--- config.mk ---
export PLATFORM = sky130hd
export DESIGN_NAME = link_err_classifier
export DESIGN_NICKNAME = d
export VERILOG_FILES = /design/src/rtl/lec_pkg.sv /design/src/rtl/lec_datapath.sv /design/src/rtl/lec_control.sv /design/src/rtl/link_err_classifier.sv
export SDC_FILE = /design/constraint.sdc
export NUM_CORES = 1
export LEC_CHECK = 0
export BUFFER_PORTS_ARGS = -buffer_cell sky130_fd_sc_hd__buf_2
export CORE_MARGIN = 2
export CORE_UTILIZATION = 50
export CTS_CLUSTER_DIAMETER = 200
export CTS_CLUSTER_SIZE = 28
export DETAILED_ROUTE_END_ITERATION = 12
export GPL_ROUTABILITY_DRIVEN = 0
export PLACE_DENSITY = 0.73
export SYNTH_ARGS = -nofsm -noshare
export SYNTH_HDL_FRONTEND = slang
export SYNTH_SLANG_ARGS = --single-unit
--- constraint.sdc ---
create_clock -name clk -period 2.2 [get_ports clk]
set_input_delay 0.22 -clock clk [delete_from_list [all_inputs] [get_ports clk]]
set_output_delay 0.22 -clock clk [all_outputs]
set_load 0.02 [all_outputs]
--- src/rtl/lec_pkg.sv ---
package lec_pkg;
  typedef enum logic [2:0] {
    SYM_D0  = 3'd0,
    SYM_D1  = 3'd1,
    SYM_EOD = 3'd2,
    SYM_EOF = 3'd3,
    SYM_BRK = 3'd4,
    SYM_BAD = 3'd5
  } symKind_e;

  typedef enum logic [2:0] {
    ST_NONE  = 3'd0,
    ST_CRC   = 3'd1,
    ST_SYM   = 3'd2,
    ST_FRAME = 3'd3,
    ST_ARB   = 3'd4,
    ST_TXERR = 3'd5,
    ST_RXBRK = 3'd6,
    ST_TXBRK = 3'd7
  } stCode_e;

  typedef struct packed {
    logic crcPreset;
    logic crcFeed;
  } dpStrobe_t;
endpackage

--- src/rtl/lec_datapath.sv ---
module lec_datapath #(
  parameter int          BYTE_W         = 8,
  parameter logic [7:0]  CRC_POLY       = 8'h1D,
  parameter logic [7:0]  CRC_INIT       = 8'hFF,
  parameter logic [7:0]  CRC_RESIDUE    = 8'hC4,
  parameter int          MAX_ACTIVE_CYC = 40
) (
  input  logic               clk,
  input  logic               rstN,
  input  lec_pkg::dpStrobe_t strobe,
  input  logic [BYTE_W-1:0]  rxByte,
  input  logic               busLevel,
  output logic               crcOk,
  output logic               stuckActive
);
  localparam int RUN_W = $clog2(MAX_ACTIVE_CYC + 1);
  localparam logic [RUN_W-1:0] RUN_LAST = RUN_W'(MAX_ACTIVE_CYC - 1);

  logic [7:0]       crcReg;
  logic [7:0]       crcNext;
  logic [RUN_W-1:0] activeRun;

  // Bitwise CRC step, MSB of the byte first.
  always_comb begin
    crcNext = crcReg;
    for (int i = BYTE_W - 1; i >= 0; i--) begin
      if (crcNext[7] ^ rxByte[i]) crcNext = {crcNext[6:0], 1'b0} ^ CRC_POLY;
      else                        crcNext = {crcNext[6:0], 1'b0};
    end
  end

  always_ff @(posedge clk or negedge rstN) begin
    if (!rstN)                 crcReg <= CRC_INIT;
    else if (strobe.crcPreset) crcReg <= CRC_INIT;
    else if (strobe.crcFeed)   crcReg <= crcNext;
  end

  assign crcOk = (crcReg == CRC_RESIDUE);

  // Run length of the active bus level, saturating at the limit.
  always_ff @(posedge clk or negedge rstN) begin
    if (!rstN) begin
      activeRun   <= '0;
      stuckActive <= 1'b0;
    end else if (!busLevel) begin
      activeRun   <= '0;
      stuckActive <= 1'b0;
    end else begin
      if (activeRun != RUN_LAST) activeRun <= activeRun + 1'b1;
      stuckActive <= (activeRun == RUN_LAST);
    end
  end
endmodule

--- src/rtl/lec_control.sv ---
module lec_control #(
  parameter int BIT_POS_W = 3
) (
  input  logic                 clk,
  input  logic                 rstN,
  input  logic                 symValid,
  input  logic [2:0]           symKind,
  input  logic [BIT_POS_W-1:0] bitPos,
  input  logic                 txActive,
  input  logic                 txLevel,
  input  logic                 busLevel,
  input  logic                 rxByteValid,
  input  logic                 txRequest,
  input  logic                 statusClr,
  input  logic                 crcOk,
  output lec_pkg::dpStrobe_t   strobe,
  output logic                 txAbort,
  output logic                 abortHold,
  output logic [2:0]           statusCode
);
  import lec_pkg::*;

  logic onBoundary, txLive, isEnd, isBrk, isBad, isEod;
  logic stuckPassive, txBrk, rxBrk, txErr, frameErr, crcErr;
  logic anyErr, abortNow;
  logic [2:0] nextCode;

  always_comb begin
    onBoundary   = (bitPos == '0);
    txLive       = txActive && !abortHold;
    isEnd        = symValid && (symKind == SYM_EOD || symKind == SYM_EOF);
    isEod        = symValid && (symKind == SYM_EOD);
    isBrk        = symValid && (symKind == SYM_BRK);
    isBad        = symValid && (symKind == SYM_BAD);
    stuckPassive = txLive && txLevel && !busLevel;
    txBrk        = isBrk && txLive;
    rxBrk        = isBrk && !txLive;
    txErr        = txLive && ((isEnd && !onBoundary) || stuckPassive);
    frameErr     = !txLive && isEnd && !onBoundary;
    crcErr       = isEod && onBoundary && !crcOk;
    abortNow     = txBrk || txErr;

    anyErr   = 1'b1;
    if (txBrk)         nextCode = ST_TXBRK;
    else if (rxBrk)    nextCode = ST_RXBRK;
    else if (txErr)    nextCode = ST_TXERR;
    else if (frameErr) nextCode = ST_FRAME;
    else if (isBad)    nextCode = txActive ? ST_ARB : ST_SYM;
    else if (crcErr)   nextCode = ST_CRC;
    else begin
      nextCode = ST_NONE;
      anyErr   = 1'b0;
    end

    strobe.crcPreset = isEnd || isBrk;
    strobe.crcFeed   = rxByteValid;
  end

  always_ff @(posedge clk or negedge rstN) begin
    if (!rstN) begin
      statusCode <= ST_NONE;
      txAbort    <= 1'b0;
      abortHold  <= 1'b0;
    end else begin
      if (anyErr)         statusCode <= nextCode;
      else if (statusClr) statusCode <= ST_NONE;
      txAbort <= abortNow;
      if (abortNow)       abortHold <= 1'b1;
      else if (txRequest) abortHold <= 1'b0;
    end
  end
endmodule

--- src/rtl/link_err_classifier.sv ---
module link_err_classifier #(
  parameter int BIT_POS_W      = 3,
  parameter int MAX_ACTIVE_CYC = 40
) (
  input  logic                 clk,
  input  logic                 rstN,
  input  logic                 symValid,
  input  logic [2:0]           symKind,
  input  logic [BIT_POS_W-1:0] bitPos,
  input  logic                 txActive,
  input  logic                 txLevel,
  input  logic                 busLevel,
  input  logic                 rxByteValid,
  input  logic [7:0]           rxByte,
  input  logic                 txRequest,
  input  logic                 statusClr,
  input  logic                 intEnable,
  output logic                 txAbort,
  output logic [2:0]           statusCode,
  output logic                 irq,
  output logic                 txInhibit
);
  lec_pkg::dpStrobe_t strobe;
  logic crcOk, stuckActive, abortHold;

  lec_control #(.BIT_POS_W(BIT_POS_W)) u_ctl (
    .clk(clk), .rstN(rstN), .symValid(symValid), .symKind(symKind),
    .bitPos(bitPos), .txActive(txActive), .txLevel(txLevel),
    .busLevel(busLevel), .rxByteValid(rxByteValid), .txRequest(txRequest),
    .statusClr(statusClr), .crcOk(crcOk), .strobe(strobe),
    .txAbort(txAbort), .abortHold(abortHold), .statusCode(statusCode)
  );

  lec_datapath #(.MAX_ACTIVE_CYC(MAX_ACTIVE_CYC)) u_dp (
    .clk(clk), .rstN(rstN), .strobe(strobe), .rxByte(rxByte),
    .busLevel(busLevel), .crcOk(crcOk), .stuckActive(stuckActive)
  );

  assign irq       = intEnable && (statusCode != 3'd0);
  assign txInhibit = stuckActive || abortHold;
endmodule

==> results of run 1 <==
==> flip-flops by register name, indices dropped and copies added, names as in the netlist <==
signal            cells
u_dp.crcReg           8
u_dp.activeRun        6
u_ctl.statusCode      3
u_ctl.abortHold       1
u_ctl.txAbort         1
u_dp.stuckActive      1
==> layer usage <==
metal  track usage  vias to the layer above  wire, um
met3        0.0273                        4        94
li1              -                      512         -
met2         0.339                       21      1300
met1         0.259                      482      1160
met5             0                        -         0
met4         0.104                        0        31
==> cell families after synthesis <==
family,count (synthesis)
buffers and inverters,6
flip-flops,20
XOR/XNOR,31
multiplexers,1
AND/OR/NAND/NOR,43
AO/OA/AOI/OAI,26
adder cells (fa/ha/maj),1
==> Yosys cell counts, types with 3 or more instances <==
cell	n	area share
sky130_fd_sc_hd__o21ai_0	7	0.027
sky130_fd_sc_hd__nand2_1	8	0.024
sky130_fd_sc_hd__dfrtp_1	12	0.24
sky130_fd_sc_hd__xnor2_1	21	0.14
sky130_fd_sc_hd__a21oi_1	3	0.012
sky130_fd_sc_hd__dfstp_2	8	0.16
sky130_fd_sc_hd__xor2_1	5	0.034
sky130_fd_sc_hd__inv_1	5	0.015
sky130_fd_sc_hd__and2_1	3	0.015
sky130_fd_sc_hd__nor2_1	15	0.044
sky130_fd_sc_hd__nor2b_1	3	0.015
==> cell type report <==
type | count | area (um^2)
Fill cell | 223 | 955
Multi-Input combinational cell | 102 | 744
Sequential cell | 20 | 510
Timing Repair Buffer | 31 | 163
Tap cell | 30 | 37.5
Clock buffer | 3 | 22.5
Inverter | 5 | 18.8
Clock inverter | 1 | 3.75
==> how the worst max path moves through the flow <==
stage	slack, ps	endpoint
global placement	370	u_dp.crcReg[7]$_DFFE_PN1P_
finish	270	u_dp.crcReg[7]$_DFFE_PN1P_
global route	160	u_dp.crcReg[7]$_DFFE_PN1P_
CTS	260	u_dp.crcReg[7]$_DFFE_PN1P_
floorplan	420	u_dp.crcReg[7]$_DFFE_PN1P_
detailed placement	290	u_dp.crcReg[7]$_DFFE_PN1P_
==> power groups by stage <==
stage | registers [W] | logic (W) | clock network (W)
2_1_floorplan | 0.000601 | 0.00102 | 0
6_report | 0.000607 | 0.00123 | 0.000180
3_5_place_dp | 0.000615 | 0.00122 | 0
4_1_cts | 0.000607 | 0.00123 | 0.000186
3_3_place_gp | 0.000610 | 0.00120 | 0
5_1_grt | 0.000621 | 0.00138 | 0.000199
==> worst max-delay path, stage by stage, from the launching register on <==
cell and delay [ps]:
sky130_fd_sc_hd__dfstp_2 590, sky130_fd_sc_hd__xor2_2 270, sky130_fd_sc_hd__xnor3_2 500, sky130_fd_sc_hd__xor2_1 180, sky130_fd_sc_hd__and3_1 190, sky130_fd_sc_hd__o21ai_1 140
==> repair_timing <==
item                                   CTS  global route
hold buffers                             1             0
endpoints found under the hold margin   12             0
setup buffers                            0             0
==> through the flow <==
stage | worst slack, ps | cells | power [W] | utilization | hold slack, ps
2_1_floorplan | 418 | 128 | 0.00162 | - | -75.6
6_report | 269 | 192 | 0.00201 | 0.611 | 178
3_5_place_dp | 287 | 187 | 0.00184 | 0.596 | 184
4_1_cts | 263 | 192 | 0.00203 | 0.611 | 171
3_3_place_gp | 372 | 187 | 0.00181 | 0.596 | 187
5_1_grt | 163 | 192 | 0.00220 | 0.611 | 182
==> implementation parameters, run 1 <==
Parameter                              Value

Outcome
  Run status ... finished clean

Critical path
  Endpoint of the most critical register-to-register path ... u_dp.crcReg[7]$_DFFE_PN1P_
  Reg2Reg Setup Slack ... 270 ps
  Worst path required time ... 2440 ps
  Register-to-Register Path Depth ... 5
  Kind of critical path ... reg -> reg
  Arrival time worst endpoint ... 2170 ps
  Critical Path End Type ... register
  Beginning of the critical path ... u_dp.crcReg[7]$_DFFE_PN1P_
  Maximum fanout along the worst path ... 4
  Worst setup SP type ... register
  Launch point of the worst reg-to-reg path ... u_dp.crcReg[7]$_DFFE_PN1P_

Power and ir drop
  Design internal power ... 0.00122 W
  Static leakage ... 0.674 nW
  Share of power burned in combinational logic ... 0.610
  Cell area power density ... 1340 nW/um^2
  Net load switching power ... 0.000793 W
  Sequential power share ... 0.301
  Sw Ratio ... 0.394
  Peak supply drop ... 1.34 mV
  Relative contribution of the clock network to total power ... 0.089

STA
  Clock period minus worst slack ... 1930 ps
  RSZ-0062 raised after global routing ... false
  Tcrit/Tclk final ... 0.878
  Rel. slew slack ... 0.703
  Setup violators final ... 0
  Slew at the pin with the worst max-slew slack ... 442 ps
  Setup skew after layout ... 4.57 ps
  Fmax ... 518 MHz
  Final count of pins violating max slew ... 0
  Final TNS setup ... 0 ps
  Final hold violation count ... 0

Global routing
  Largest net degree at the start of global routing ... 21
  First-pass GRT wire length ... 4.24 mm
  Initial antenna violation count ... 0
  Global Route Usage Sum ... 0.204
  Number of global-route vias before repair ... 1023
  GR Overflow Total ... 0

Synth
  Compound-cell area share of the yosys netlist ... 0.140
  Sequential area share after synthesis ... 0.400
  Synth Cell Area ... 1280 um^2
  Combinational family with the most area after synthesis ... XOR/XNOR gates
  Warnings from Yosys ... 0
  Synth unique cells ... 40
  Main synth FF type ... sky130_fd_sc_hd__dfrtp_1
  Multiplexer fraction of the synthesized cell area ... 0.00784
  Count of mapped cells out of synthesis ... 128
  Area share of fa/ha/maj cells after synthesis ... 0.00979
  Synthesized-area fraction occupied by xor and xnor cells ... 0.253
  Async set-reset flop share out of synthesis ... 1.00
  Count of flip-flops with a built-in enable after synthesis ... 0
  Synthesized flop and latch total ... 20
  Nets in the synthesized netlist ... 153
  Synthesized area per cell ... 9.98 um^2
  Fraction of the mapped netlist area in simple logic gates ... 0.172

Floorplanning
  Standard-cell row count ... 18
  Die area ... 2980 um^2
  Die Span X ... 54.5 um
  Starting Density ... 0.520
  Number of top-level pins ... 30
  Die outline height ... 54.5 um
  Core area ... 2450 um^2

Finish
  Most frequent standard cell in the layout excluding fill and tap cells ... sky130_fd_sc_hd__buf_2
  Most frequent cells in the layout ... 29 x sky130_fd_sc_hd__buf_2, 21 x sky130_fd_sc_hd__xnor2_1, 15 x sky130_fd_sc_hd__nor2_1
  Cell area after layout ... 1500 um^2
  Count of inserted antenna diode cells ... 0
  Final-stage net count ... 188
  Share of post-route cells with drive strength above 1 ... 0.290
  Area delta synth->final ... 17.4%

CTS
  Total clock sinks ... 20
  Deepest level of the CTS H-tree ... 1
  Clock-pin slew reported for the worst setup and hold paths after clock tree synthesis ... 110 ps
  Worst-Skew Late Latency ... 300 ps
  Number of clock buffers inserted by TritonCTS ... 3
  Post-CTS Resized ... 0
  Cell at the root of the clock tree ... sky130_fd_sc_hd__clkbuf_4
  Buffer levels on the longest clock path ... 2
  Clock tree from TritonCTS ... yes

Drt
  Average wire per cell in the routed design ... 13.5 um
  Vias ... 1019
  DRC viols ... 0
  Sum of routed wire length over all layers ... 2.59 mm
  Violation count after the first detailed-routing iteration ... 6
  Number of iterations in the first detailed-routing pass ... 4
  Via density ... 5.31
  Count of nets left with antenna violations after detail routing ... 0

Place
  Half-perimeter wire length of the detailed placement result ... 2.07 mm
  Port-buffer cells ... 29
  Placed cell areas ... 1460 um^2

Hold path
  Startpoint of the tightest hold check path ... txRequest
  Worst min-delay path class ... in -> reg
  Hold-critical path depth ... 3
  Hold EP ... u_ctl.abortHold$_DFFE_PN0P_

Flow run
  Max-capacitance violation count ... 0
(Power assumes the default switching activity.)
==> run 2: changes to the inputs <==
--- a/config.mk
+++ b/config.mk
@@ -6,6 +6,7 @@
 export NUM_CORES = 1
 export LEC_CHECK = 0
 export BUFFER_PORTS_ARGS = -buffer_cell sky130_fd_sc_hd__buf_2
+export CORE_ASPECT_RATIO = 0.7
 export CORE_MARGIN = 2
 export CORE_UTILIZATION = 50
 export CTS_CLUSTER_DIAMETER = 200
==> run 2 against run 1 <==
Compared with the run above: utilization increased by 1.7 points; worst hold slack got worse by 9.8 ps; cell count increased by 2.1%; design area increased by 2.1%; clock power increased by 70%; non-clock buffer count unchanged; first-iteration DRC count increased to 13 times the previous value; wire length decreased by 0.89%; count of clock-buffer cells in the layout unchanged; sequential power about the same; largest power group unchanged.
==> implementation parameters, run 2 (synthesis gave the netlist of run 1 again) <==
Parameter                              Value

Drt
  Vias ... 1033 (+1.4%)
  Average wire per cell in the routed design ... 13.1 um (-2.9%)
  Violation count after the first detailed-routing iteration ... 78 (+72)
  Number of iterations in the first detailed-routing pass ... 4 (unchanged)
  Via density ... 5.27 (-0.69%)
  DRC viols ... 0 (unchanged)
  Sum of routed wire length over all layers ... 2.56 mm (-0.89%)
  Count of nets left with antenna violations after detail routing ... 0 (unchanged)

Critical path
  Critical Path End Type ... register
  Maximum fanout along the worst path ... 3 (-1)
  Worst setup SP type ... register
  Kind of critical path ... reg -> reg
  Arrival time worst endpoint ... 2160 ps (about the same)
  Worst path required time ... 2420 ps (-20 ps)
  Highest-delay cell along the critical path ... sky130_fd_sc_hd__dfstp_2
  Highest cell delay on the worst timing path ... 590 ps (about the same)
  CP Cell Sequence ... xor2_2, xnor2_1, xnor3_1, a221oi_1

CTS
  Cell at the root of the clock tree ... sky130_fd_sc_hd__clkbuf_4
  Worst-Skew Late Latency ... 310 ps (about the same)
  Total clock sinks ... 20 (unchanged)
  Clock tree from TritonCTS ... yes
  Post-CTS Resized ... 0 (unchanged)
  Deepest level of the CTS H-tree ... 1 (unchanged)
  Number of clock buffers inserted by TritonCTS ... 3 (unchanged)
  Clock-pin slew reported for the worst setup and hold paths after clock tree synthesis ... 130 ps (+20 ps)
  Buffer levels on the longest clock path ... 2 (unchanged)

Global routing
  Largest net degree at the start of global routing ... 21 (unchanged)
  Global Route Usage Sum ... 0.191 (-0.0133)
  Number of global-route vias before repair ... 912 (-11%)
  GR Overflow Total ... 0 (unchanged)
  First-pass GRT wire length ... 4.23 mm (-0.33%)
  Initial antenna violation count ... 0 (unchanged)

Finish
  Final-stage net count ... 188 (unchanged)
  Flip-flop count of the largest register, all copies and words added ... 8 (unchanged)
  Fill cells ... 215 (-3.6%)
  Area taken by flip-flops and latches ... 510 um^2 (unchanged)
  Leading registers by flop count ... u_dp.crcReg x8, u_dp.activeRun x6, u_ctl.statusCode x3
  Count of inserted antenna diode cells ... 0 (unchanged)
  Most frequent standard cell in the layout excluding fill and tap cells ... sky130_fd_sc_hd__buf_2
  Area delta synth->final ... 19.9%
  Most frequent cells in the layout ... 29 x sky130_fd_sc_hd__buf_2, 21 x sky130_fd_sc_hd__xnor2_1, 15 x sky130_fd_sc_hd__nor2_1
  Share of post-route cells with drive strength above 1 ... 0.296 (+0.00617)
  Multi-input logic area ... 744 um^2 (unchanged)
  Most flop-heavy register ... u_dp.crcReg

Floorplanning
  Die area ... 2980 um^2 (+0.22%)
  Die Span X ... 64.4 um (+18%)
  Die outline height ... 46.3 um (-15%)
  Standard-cell row count ... 15 (-3)
  Number of top-level pins ... 30 (unchanged)
  Core area ... 2440 um^2 (-0.61%)
  Starting Density ... 0.524 (+0.00320)

STA
  Tcrit/Tclk final ... 0.883 (+0.00556)
  Setup violators final ... 0 (unchanged)
  Setup skew after layout ... 13.7 ps (+9.15 ps)
  Worst Setup Slack, final ... 257 ps (-12.2 ps)
  RSZ-0062 raised after global routing ... false
  Fmax ... 515 MHz (-0.63%)
  Final hold violation count ... 0 (unchanged)
  Final TNS setup ... 0 ps (unchanged)
  Final count of pins violating max slew ... 0 (unchanged)
  Clock period minus worst slack ... 1940 ps (+12.2 ps)
  Rel. slew slack ... 0.696 (-0.00713)
  Slew at the pin with the worst max-slew slack ... 451 ps (+9.11 ps)

Power and ir drop
  Sum of internal, switching and leakage power ... 0.00214 W (+6.3%)
  Peak supply drop ... 0.827 mV (-38%)
  Static leakage ... 0.687 nW (+1.9%)
  Cell area power density ... 1400 nW/um^2 (+4.2%)

Outcome
  Run status ... finished clean

Hold path
  Worst min-delay path class ... in -> reg

Place
  Half-perimeter wire length of the detailed placement result ... 2.01 mm (-2.6%)
  Port-buffer cells ... 29 (unchanged)
  Worst slack after detailed placement ... 294 ps (+6.32 ps)

Flow run
  Max-capacitance violation count ... 0 (unchanged)
## run 2: cell count changes in the layout (fill, tap and decap cells not counted), sizes merged
cell,change
clkinv,-1
bufinv,+1
## run 2: routing by layer
layer  GRT usage  routed length (um)  vias up
met1       0.277                1270      489
met4      0.0468                  12        0
met3      0.0513                 162        2
met5           0                   0        -
met2       0.288                1120       33
li1            -                   -      509
## run 2: timing repair
action,4_1_cts,5_1_grt
hold buffers,1,0
buffers inserted,0,0
endpoints found under the hold margin,12,0
## run 2: final cells by class
cell class	count	share of cell area
Timing Repair Buffer	31	0.106
Clock buffer	3	0.0147
Multi-Input combinational cell	102	0.486
Sequential cell	20	0.333
Clock inverter	1	0.0196
Tap cell	34	0.0278
Inverter	5	0.0123
## run 2: critical path, delay by kind of cell, from the launching register on
kind           cells  cell delay, ps
flip-flops         1             590
XOR/XNOR           3             980
AO/OA/AOI/OAI      1             280
## run 2: worst paths after layout
path                                                    start                       endpoint  slack (ps)  depth (start not counted)
worst min-delay path                                txRequest    u_ctl.abortHold$_DFFE_PN0P_         170                          3
min in group asynchronous                                rstN        u_ctl.txAbort$_DFF_PN0_         360                          2
worst max register to register     u_dp.crcReg[5]$_DFFE_PN1P_     u_dp.crcReg[3]$_DFFE_PN1P_         260                          4
max in group asynchronous                                rstN     u_dp.crcReg[6]$_DFFE_PN1P_        1490                          2
worst min register to register  u_dp.activeRun[2]$_DFFE_PN0N_  u_dp.activeRun[2]$_DFFE_PN0N_         530                          1
worst max-delay path               u_dp.crcReg[5]$_DFFE_PN1P_     u_dp.crcReg[3]$_DFFE_PN1P_         260                          4
## run 2: stage by stage
step                      cell area [um^2]   util  cells  hold slack (ps)
after floorplan                       1280      -    128            -75.6
after global placement                1470  0.602    191              189
after detailed placement              1470  0.602    191              185
after CTS                             1530  0.628    196              160
after global routing                  1530  0.628    196              173
final                                 1530  0.628    196              168
## run 2: power by group
group          internal, W  switching (W)
clock             0.000184       0.000121
combinational     0.000639       0.000587
sequential        0.000516      0.0000940
total              0.00134       0.000803
